### src/rtl/aport_regs_pkg.sv
package aport_regs_pkg;

    localparam int REG_W = 32;

    // block index = offset[ADDR_W-1:4]
    localparam int BLK_CTRL = 0;
    localparam int BLK_STAT = 1;
    localparam int BLK_DATA = 2;
    localparam int BLK_VER  = 3;

    // control fields
    localparam int C_SOFTRST = 31;
    localparam int C_GATE    = 30;
    localparam int C_ERR_IE  = 25;
    localparam int C_SVC_IE  = 24;

    // status fields
    localparam int S_PRESENT = 31;
    localparam int S_DMA     = 16;
    localparam int S_UNF     = 6;
    localparam int S_OVF     = 5;
    localparam int S_SVC     = 4;
    localparam int S_BUSY    = 0;

    localparam logic [REG_W-1:0] CTRL_RST   = 32'h4000_0000;
    localparam logic [REG_W-1:0] CTRL_WMASK = 32'hFF1F_FFFF;

    typedef enum logic [1:0] {
        OP_WRITE = 2'd0,
        OP_SET   = 2'd1,
        OP_CLR   = 2'd2,
        OP_TOG   = 2'd3
    } alias_op_e;

    typedef enum logic [2:0] {
        SEL_NONE = 3'd0,
        SEL_CTRL = 3'd1,
        SEL_STAT = 3'd2,
        SEL_DATA = 3'd3,
        SEL_VER  = 3'd4
    } reg_sel_e;

    typedef enum logic [1:0] {
        PS_GATED   = 2'd0,
        PS_LIVE    = 2'd1,
        PS_SOFTRST = 2'd2
    } port_state_e;

endpackage

### src/rtl/aport_addr_dec.sv
module aport_addr_dec
    import aport_regs_pkg::*;
#(
    parameter int ADDR_W = 8
) (
    input  logic [ADDR_W-1:0] addr,
    output reg_sel_e          sel,
    output alias_op_e         op
);
    localparam int BLK_W = ADDR_W - 4;

    logic [BLK_W-1:0] blk;
    logic [1:0]       sub;
    logic             aligned;

    assign blk     = addr[ADDR_W-1:4];
    assign sub     = addr[3:2];
    assign aligned = (addr[1:0] == 2'b00);

    always_comb begin
        op  = alias_op_e'(sub);
        sel = SEL_NONE;
        if (aligned) begin
            if (blk == BLK_W'(BLK_CTRL))
                sel = SEL_CTRL;
            else if (blk == BLK_W'(BLK_STAT))
                sel = SEL_STAT;
            else if (blk == BLK_W'(BLK_DATA))
                sel = SEL_DATA;
            else if (blk == BLK_W'(BLK_VER) && sub == 2'b00)
                sel = SEL_VER;
        end
    end
endmodule

### src/rtl/aport_alias_reg.sv
module aport_alias_reg
    import aport_regs_pkg::*;
#(
    parameter int             W         = 32,
    parameter logic [W-1:0]   RST       = '0,
    parameter logic [W-1:0]   WMASK     = '1,
    parameter bit             SELF_HOLD = 1'b0,
    parameter int             SELF_BIT  = 0
) (
    input  logic         clk,
    input  logic         rst_n,
    input  logic         wr_en,
    input  alias_op_e    op,
    input  logic [W-1:0] wdata,
    input  logic         hold,
    output logic [W-1:0] q
);
    logic [W-1:0] op_res;
    logic [W-1:0] base_nxt;
    logic [W-1:0] fin_nxt;

    always_comb begin
        unique case (op)
            OP_WRITE: op_res = wdata;
            OP_SET:   op_res = q | wdata;
            OP_CLR:   op_res = q & ~wdata;
            OP_TOG:   op_res = q ^ wdata;
            default:  op_res = q;
        endcase
    end

    always_comb begin
        base_nxt = q;
        if (wr_en)
            base_nxt = op_res & WMASK;
        if (hold)
            base_nxt = RST;
    end

    generate
        if (SELF_HOLD) begin : g_self
            // the register's own hold bit forces every other field to reset
            always_comb begin
                fin_nxt = base_nxt;
                if (base_nxt[SELF_BIT])
                    fin_nxt = RST | (W'(1) << SELF_BIT);
            end
        end else begin : g_plain
            assign fin_nxt = base_nxt;
        end
    endgenerate

    always_ff @(posedge clk or negedge rst_n) begin
        if (!rst_n)
            q <= RST;
        else
            q <= fin_nxt;
    end
endmodule

### src/rtl/aport_stat_reg.sv
module aport_stat_reg
    import aport_regs_pkg::*;
(
    input  logic      clk,
    input  logic      rst_n,
    input  logic      wr_en,
    input  alias_op_e op,
    input  logic      wr_unf,
    input  logic      wr_ovf,
    input  logic      hold,
    input  logic      unf_evt,
    input  logic      ovf_evt,
    input  logic      err_ie,
    input  logic      svc_ie,
    input  logic      svc_lvl,
    output logic      unf_q,
    output logic      ovf_q,
    output logic      irq
);
    logic [1:0] cur;
    logic [1:0] wmask;
    logic [1:0] sw_nxt;
    logic [1:0] nxt;

    assign cur   = {unf_q, ovf_q};
    assign wmask = {wr_unf, wr_ovf};

    always_comb begin
        sw_nxt = cur;
        if (wr_en) begin
            unique case (op)
                OP_WRITE: sw_nxt = wmask;
                OP_SET:   sw_nxt = cur | wmask;
                OP_CLR:   sw_nxt = cur & ~wmask;
                OP_TOG:   sw_nxt = cur ^ wmask;
                default:  sw_nxt = cur;
            endcase
        end
        // a hardware event wins over a software clear in the same cycle
        nxt = sw_nxt | {unf_evt, ovf_evt};
        if (hold)
            nxt = 2'b00;
    end

    always_ff @(posedge clk or negedge rst_n) begin
        if (!rst_n) begin
            unf_q <= 1'b0;
            ovf_q <= 1'b0;
        end else begin
            unf_q <= nxt[1];
            ovf_q <= nxt[0];
        end
    end

    assign irq = ((unf_q | ovf_q) & err_ie) | (svc_lvl & svc_ie);
endmodule

### src/rtl/aport_port_fsm.sv
module aport_port_fsm
    import aport_regs_pkg::*;
(
    input  logic clk,
    input  logic rst_n,
    input  logic soft_rst,
    input  logic gate,
    output logic port_en
);
    port_state_e state;
    port_state_e nxt;

    always_comb begin
        nxt = state;
        unique case (state)
            PS_GATED: begin
                if (soft_rst)   nxt = PS_SOFTRST;
                else if (!gate) nxt = PS_LIVE;
            end
            PS_LIVE: begin
                if (soft_rst)  nxt = PS_SOFTRST;
                else if (gate) nxt = PS_GATED;
            end
            PS_SOFTRST: begin
                if (!soft_rst) nxt = gate ? PS_GATED : PS_LIVE;
            end
            default: nxt = PS_GATED;
        endcase
    end

    always_ff @(posedge clk or negedge rst_n) begin
        if (!rst_n)
            state <= PS_GATED;
        else
            state <= nxt;
    end

    always_comb begin
        port_en = (state == PS_LIVE);
    end
endmodule

### src/rtl/aport_regbank.sv
module aport_regbank
    import aport_regs_pkg::*;
#(
    parameter int          ADDR_W    = 8,
    parameter logic [7:0]  VER_MAJOR = 8'h01,
    parameter logic [7:0]  VER_MINOR = 8'h02,
    parameter logic [15:0] VER_STEP  = 16'h0003
) (
    input  logic              clk,
    input  logic              rst_n,
    input  logic [ADDR_W-1:0] bus_addr,
    input  logic              bus_we,
    input  logic [31:0]       bus_wdata,
    output logic [31:0]       rd_data,
    output logic [31:0]       cfg_ctrl,
    output logic [31:0]       cfg_data,
    output logic              port_en,
    input  logic              core_busy,
    input  logic              core_dma_req,
    input  logic              core_svc_req,
    input  logic              core_unf_evt,
    input  logic              core_ovf_evt,
    output logic              irq
);
    localparam logic [REG_W-1:0] VER_WORD = {VER_MAJOR, VER_MINOR, VER_STEP};

    reg_sel_e    sel;
    alias_op_e   op;
    logic        soft_q;
    logic        stat_unf;
    logic        stat_ovf;
    logic [31:0] stat_word;

    aport_addr_dec #(.ADDR_W(ADDR_W)) u_dec (
        .addr (bus_addr),
        .sel  (sel),
        .op   (op)
    );

    aport_alias_reg #(
        .W         (REG_W),
        .RST       (CTRL_RST),
        .WMASK     (CTRL_WMASK),
        .SELF_HOLD (1'b1),
        .SELF_BIT  (C_SOFTRST)
    ) u_ctrl (
        .clk   (clk),
        .rst_n (rst_n),
        .wr_en (bus_we && sel == SEL_CTRL),
        .op    (op),
        .wdata (bus_wdata),
        .hold  (1'b0),
        .q     (cfg_ctrl)
    );

    assign soft_q = cfg_ctrl[C_SOFTRST];

    aport_alias_reg #(
        .W         (REG_W),
        .RST       ('0),
        .WMASK     ('1),
        .SELF_HOLD (1'b0),
        .SELF_BIT  (0)
    ) u_data (
        .clk   (clk),
        .rst_n (rst_n),
        .wr_en (bus_we && sel == SEL_DATA),
        .op    (op),
        .wdata (bus_wdata),
        .hold  (soft_q),
        .q     (cfg_data)
    );

    aport_stat_reg u_stat (
        .clk     (clk),
        .rst_n   (rst_n),
        .wr_en   (bus_we && sel == SEL_STAT),
        .op      (op),
        .wr_unf  (bus_wdata[S_UNF]),
        .wr_ovf  (bus_wdata[S_OVF]),
        .hold    (soft_q),
        .unf_evt (core_unf_evt),
        .ovf_evt (core_ovf_evt),
        .err_ie  (cfg_ctrl[C_ERR_IE]),
        .svc_ie  (cfg_ctrl[C_SVC_IE]),
        .svc_lvl (core_svc_req),
        .unf_q   (stat_unf),
        .ovf_q   (stat_ovf),
        .irq     (irq)
    );

    aport_port_fsm u_fsm (
        .clk      (clk),
        .rst_n    (rst_n),
        .soft_rst (soft_q),
        .gate     (cfg_ctrl[C_GATE]),
        .port_en  (port_en)
    );

    always_comb begin
        stat_word            = '0;
        stat_word[S_PRESENT] = 1'b1;
        stat_word[S_DMA]     = core_dma_req;
        stat_word[S_UNF]     = stat_unf;
        stat_word[S_OVF]     = stat_ovf;
        stat_word[S_SVC]     = core_svc_req;
        stat_word[S_BUSY]    = core_busy;
    end

    always_comb begin
        unique case (sel)
            SEL_CTRL: rd_data = cfg_ctrl;
            SEL_STAT: rd_data = stat_word;
            SEL_DATA: rd_data = cfg_data;
            SEL_VER:  rd_data = VER_WORD;
            default:  rd_data = '0;
        endcase
    end
endmodule

### config.mk
export PLATFORM = sky130hd
export DESIGN_NAME = aport_regbank
export DESIGN_NICKNAME = d
export VERILOG_FILES = /design/src/rtl/aport_regs_pkg.sv /design/src/rtl/aport_addr_dec.sv /design/src/rtl/aport_alias_reg.sv /design/src/rtl/aport_stat_reg.sv /design/src/rtl/aport_port_fsm.sv /design/src/rtl/aport_regbank.sv
export SDC_FILE = /design/constraint.sdc
export NUM_CORES = 1
export LEC_CHECK = 0
export ABC_CLOCK_PERIOD_IN_PS = 2900
export BUFFER_PORTS_ARGS = -buffer_cell sky130_fd_sc_hd__buf_2
export CORE_UTILIZATION = 40
export CTS_BUF_LIST = sky130_fd_sc_hd__clkbuf_8
export CTS_CLUSTER_DIAMETER = 60
export DETAILED_ROUTE_END_ITERATION = 10
export HOLD_SLACK_MARGIN = 0.06
export SETUP_SLACK_MARGIN = 0.1
export SYNTH_ARGS = -nofsm -noshare
export SYNTH_HDL_FRONTEND = slang
export SYNTH_HIERARCHICAL = 1
export SYNTH_SLANG_ARGS = --single-unit
### constraint.sdc
create_clock -name clk -period 2.9 [get_ports clk]
set_input_delay 0.58 -clock clk [delete_from_list [all_inputs] [get_ports clk]]
set_output_delay 0.58 -clock clk [all_outputs]
set_load 0.02 [all_outputs]
; After elaboration in Yosys (flattened, before gate mapping)
; Index checks and enable logic that the tools add are counted.
[totals]
ff_bits = 68
word_cells = 70
[classes]
reduce_logical = 11
n_eq_ne = 15
muxes = 22
bitwise_logic = 16
[op_table]
columns = cell, n
row1 = $pmux 32 s4, 3
row2 = $mux 32, 4
row3 = $and 32x32->32, 2
row4 = $or 32x32->32, 2
row5 = $xor 32x32->32, 2
row6 = $not 32->32, 1
row7 = $mux 3, 5
row8 = $mux 2, 7
row9 = $eq 4x2->1 const B, 2
row10 = $pmux 2 s4, 1
row11 = $eq 2x2->1 const B, 3
row12 = $eq 3x2->1 const B, 2
row13 = $logic_not 2->1, 3
row14 = $pmux 2 s3, 1
row15 = $eq 2x1->1 const B, 2
row16 = $eq 4x1->1 const B, 1
row17 = $logic_and 1x1->1, 4
row18 = $logic_not 4->1, 1
row19 = $or 2x2->2, 2
row20 = $reduce_bool 2->1, 2
row21 = $eq 3x1->1 const B, 1
row22 = $eq 3x3->1 const B, 1
row23 = $ne 3x1->1 const B, 1
row24 = $ne 3x3->1 const B, 1
row25 = other kinds (8), 10

; Longest topological paths before layout
[depth]
depth_word = 12
ltp_mapped = 10
ltp_nobuf = 7

; Modules after synthesis
; The synthesis kept the hierarchy.
[by_module_without_submodules]
columns = module, cells_per_inst, area_per_inst_um2, seq_area_each_um2, instances
row1 = aport_alias_reg at u_data, 347, 3308.2, 800.8, 1
row2 = aport_alias_reg at u_ctrl, 253, 2879.0, 726.9, 1
row3 = aport_regbank, 90, 650.6, 0.0, 1
row4 = aport_stat_reg, 30, 246.5, 50.0, 1
row5 = aport_port_fsm, 5, 78.8, 50.0, 1
row6 = aport_addr_dec, 8, 67.6, 0.0, 1

; Worst setup path after synthesis
; OpenSTA, ideal clock, no wires.
[synth_timing]
path_kind = in2out
from = input bus_addr[7]
to = output rd_data[4]
stages = 5
path_slack_ps = 62
arrival_ps = 2258
path_cell_list = or4_4 -> nor2_1 -> buf_4 -> a21oi_1 -> a211oi_1
[synth_lines]
columns = item, line
row1 = "start, declared", aport_regbank.sv:11  ; input logic [ADDR_W-1:0] bus_addr,
row2 = $eq 4x2->1, aport_addr_dec.sv:28  ; else if (blk == BLK_W'(BLK_DATA))
row3 = $mux 3, aport_addr_dec.sv:28
row4 = $mux 3, aport_addr_dec.sv:26  ; else if (blk == BLK_W'(BLK_STAT))
row5 = $mux 3 *, aport_addr_dec.sv:24  ; if (blk == BLK_W'(BLK_CTRL))
row6 = $mux 3 *, aport_addr_dec.sv:23  ; if (aligned) begin
row7 = net sel[0], aport_regbank.sv:27  ; reg_sel_e sel;
row8 = "$eq 3x3->1, or another cell as far along", aport_regbank.sv:111  ; unique case (sel)
row9 = $pmux 32 s4 *, aport_regbank.sv:111
row10 = "end, declared", aport_regbank.sv:14  ; output logic [31:0] rd_data,
; Mark *: on every way through the listed nets, which the timed path passes. The rest lies on a longest branch.

; Worst setup path after layout
[layout_timing]
from = input bus_addr[7]
to = output rd_data[0]
; The elaborated chain is that of the path after synthesis.

==> out/metrics.yaml <==
status: "completed"
ys_types: 48
ir_worst_vdd_v: 0.000169
area_delta_synth_final_pct: 15.2
clock_latency_ns: 0.36
crit_end: "rd_data[0]"
cp-end-kind: "primary output"
synthTopCellsByCount: "157 x inv_1, 126 x ha_1, 69 x mux2i_1"
final_cells: 1098
grt_max_degree: 55
min_path_type: "in -> async"
gp_congestion: 0.751
skew_ns: 0.00862
powerDensity_nw_per_um2: 270
crit_start: "bus_addr[7]"
grt_use_total: 0.193
grt_pass1_vias: 5374
crit_fanout: 4
max_freq_mhz: 363
cts-root-buf: "clkbuf_8"
clockBufferDepth: 2
vias: 5635
grt-ovfl-total: 0
cts_sinks: 65
cts_tree: "built"
r2r_start: "u_ctrl/q[31]"
finalHoldViolCount: 0
rsz0062_at_grt: "true"
critPathKind: "in -> out"
vias_per_cell: 5.13
synthTopCellsByArea: "dfrtp_1 22%, ha_1 22%, mux2i_1 9.6%"
period_share: 0.949
drc: 0
crit_slowest_cell: "or4_4"
max_slew_margin: 0.242
cp_data_required_time_ns: 2.32
io_pins: 146
holdBufCountCts: 0
critical_path.max_stage_delay_ns: 0.58
worst-r2r-cell-count: 7
clk_pin_slew_ns: 0.07
die_y_um: 136
setup_violations: 0
portBuffers: 142
start_util: 0.414
cp.buffers_inverters: 4
synth-async-reset-ratio: 1.00
yosysTopAreaCellShare: 0.221
fillers: 1703
crit_arrival_ns: 2.17
antenna_found_initial: 2
cts_buffers: 9
drt_pass1_iterations: 4
synth_area_sq_um: 7230
ff2ff_setup_slack_ns: 0.96
synthCells: 733
finalNetCount: 1042
fp-row-count: 48
yosysMostFrequentCell: "inv_1"
htree_levels: 3
grt_pass1_wl_um: 27600
leakagePower_nw: 4.43
antennaDiodeCount: 0
drt-initial-drc-count: 231
cap_violations: 0
wl_per_cell_um: 15.9
dp_hpwl_um: 12400
total_power_mw: 2.25
die_area_sq_um: 18600
crit_chain: "buf_2 > or4_4 > nor2_2 > buf_4 > nand2b_4 > buf_4 > o211ai_1 > buf_2"
path_delay_family: "simple AND/OR/NAND/NOR gates"
synth.avg_cell_area_sq_um: 9.86
path_depth: 8
ys_seq_area_frac: 0.225
synth_area_leader_cell: "dfrtp_1"
place_inst: 1079
die_w_um: 136
ys.flop_type: "dfrtp_1"
r2r-end: "u_ctrl/q[7]"
synth_edf_count: 0
core_sq_um: 17500
yosys_register_bits: 65
crit_path_start_kind: "primary input"
period_minus_slack_ns: 2.75
ant_nets: 0
ys_warn_count: 6
drive_above_1_share: 0.276
drt-total-wl_um: 17500
worst_pin_slew_ns: 1.13
finalMaxSlewViolations: 0
[where the power goes]
part,internal [mW],total [mW],switching (mW)
clock network,0.347,0.731,0.384
logic,0.240,0.550,0.311
registers,0.932,0.971,0.0384
total,1.52,2.25,0.733
[layout make-up]
class	count	area, sq um	share of cell area
Clock buffer	11	151	0.0182
Clock inverter	5	23.8	0.00285
Inverter	157	589	0.0707
Multi-Input combinational cell	467	4670	0.560
Sequential cell	65	1630	0.196
Tap cell	225	282	0.0338
Timing Repair Buffer	168	990	0.119
[worst min path at each step]
| stage | startpoint | endpoint | slack, ns | cells after the start |
|---|---|---|---|---|
| 2_1_floorplan | rst_n | u_ctrl/q[0] | 0.28 | 0 |
| 6_report | rst_n | u_data/q[12] | 0.26 | 1 |
| 4_1_cts | rst_n | u_data/q[20] | 0.30 | 1 |
| 5_1_grt | rst_n | u_data/q[20] | 0.33 | 1 |
| 3_3_place_gp | u_fsm/state[1] | u_fsm/state[0] | 0.47 | 1 |
| 3_5_place_dp | u_fsm/state[0] | u_fsm/state[0] | 0.48 | 1 |
[registers in the layout (all words and copies together), names as in the netlist]
signal,count
u_ctrl/q,29
u_data/q,32
u_fsm/state,2
u_stat/ovf_q,1
u_stat/unf_q,1
[cell families (layout without fill, tap and decap cells)]
group,Yosys count,after routing,synth area share
DFF,65,65,0.225
xor gates and xnor gates,1,1,0.00121
AOI/OAI and AO/OA,142,142,0.163
buffers and inverters,205,341,0.138
other,2,6,0.00104
muxes,98,98,0.189
adders and majority gates,126,126,0.218
and+or+nand+nor,94,94,0.0651
[per-stage QoR]
stage	utilization	hold slack [ns]	setup TNS, ns	instance area (sq um)	setup slack, ns
floorplan	-	0.284	0	7250	0.0624
global placement	0.462	0.473	-0.673	8070	-0.123
detailed placement	0.462	0.479	-2.38	8070	-0.181
CTS	0.473	0.296	0	8260	0.110
global route	0.477	0.326	0	8330	0.0729
finish	0.477	0.265	0	8330	0.148
[routing by layer]
layer,vias to the layer above,wire length [um],part of all wire,GRT usage
met4,4,247,0.014,0.0623
met3,20,532,0.030,0.0283
met1,2716,8400,0.48,0.252
li1,2778,-,-,-
met5,-,23,0.0013,0
met2,117,8280,0.47,0.324
[cell usage in the layout, fill, tap and decap left out, types with 2 or more instances in the layout]
master | synthesis | layout
a211o_1 | 3 | 3
a211oi_1 | 4 | 4
a21oi_1 | 7 | 7
a221oi_1 | 9 | 9
a221oi_2 | 20 | 20
a22o_1 | 27 | 27
and2b_2 | 2 | 2
buf_12 | 4 | 4
buf_2 | 10 | 140
buf_4 | 11 | 21
clkbuf_8 | 0 | 11
conb_1 | 2 | 6
dfrtp_1 | 64 | 63
ha_1 | 126 | 126
inv_1 | 157 | 160
mux2i_1 | 69 | 67
mux4_1 | 9 | 9
mux4_2 | 19 | 19
nand2_1 | 35 | 35
nand2b_1 | 2 | 2
nand2b_4 | 2 | 2
nand3_1 | 2 | 2
nand3b_1 | 2 | 2
nor2_1 | 33 | 31
nor3_1 | 5 | 5
nor3_4 | 1 | 2
o211ai_1 | 2 | 2
o21ai_0 | 32 | 32
o21ai_1 | 3 | 3
o21bai_1 | 29 | 29
[what timing repair did]
item,4_1_cts,5_1_grt
endpoints found under the hold margin,0,0
cloned,0,1
pin swaps,0,2
setup endpoints to repair,22,32
gates resized for setup,3,7
buffers inserted,0,2
(Power assumes the default switching activity.)
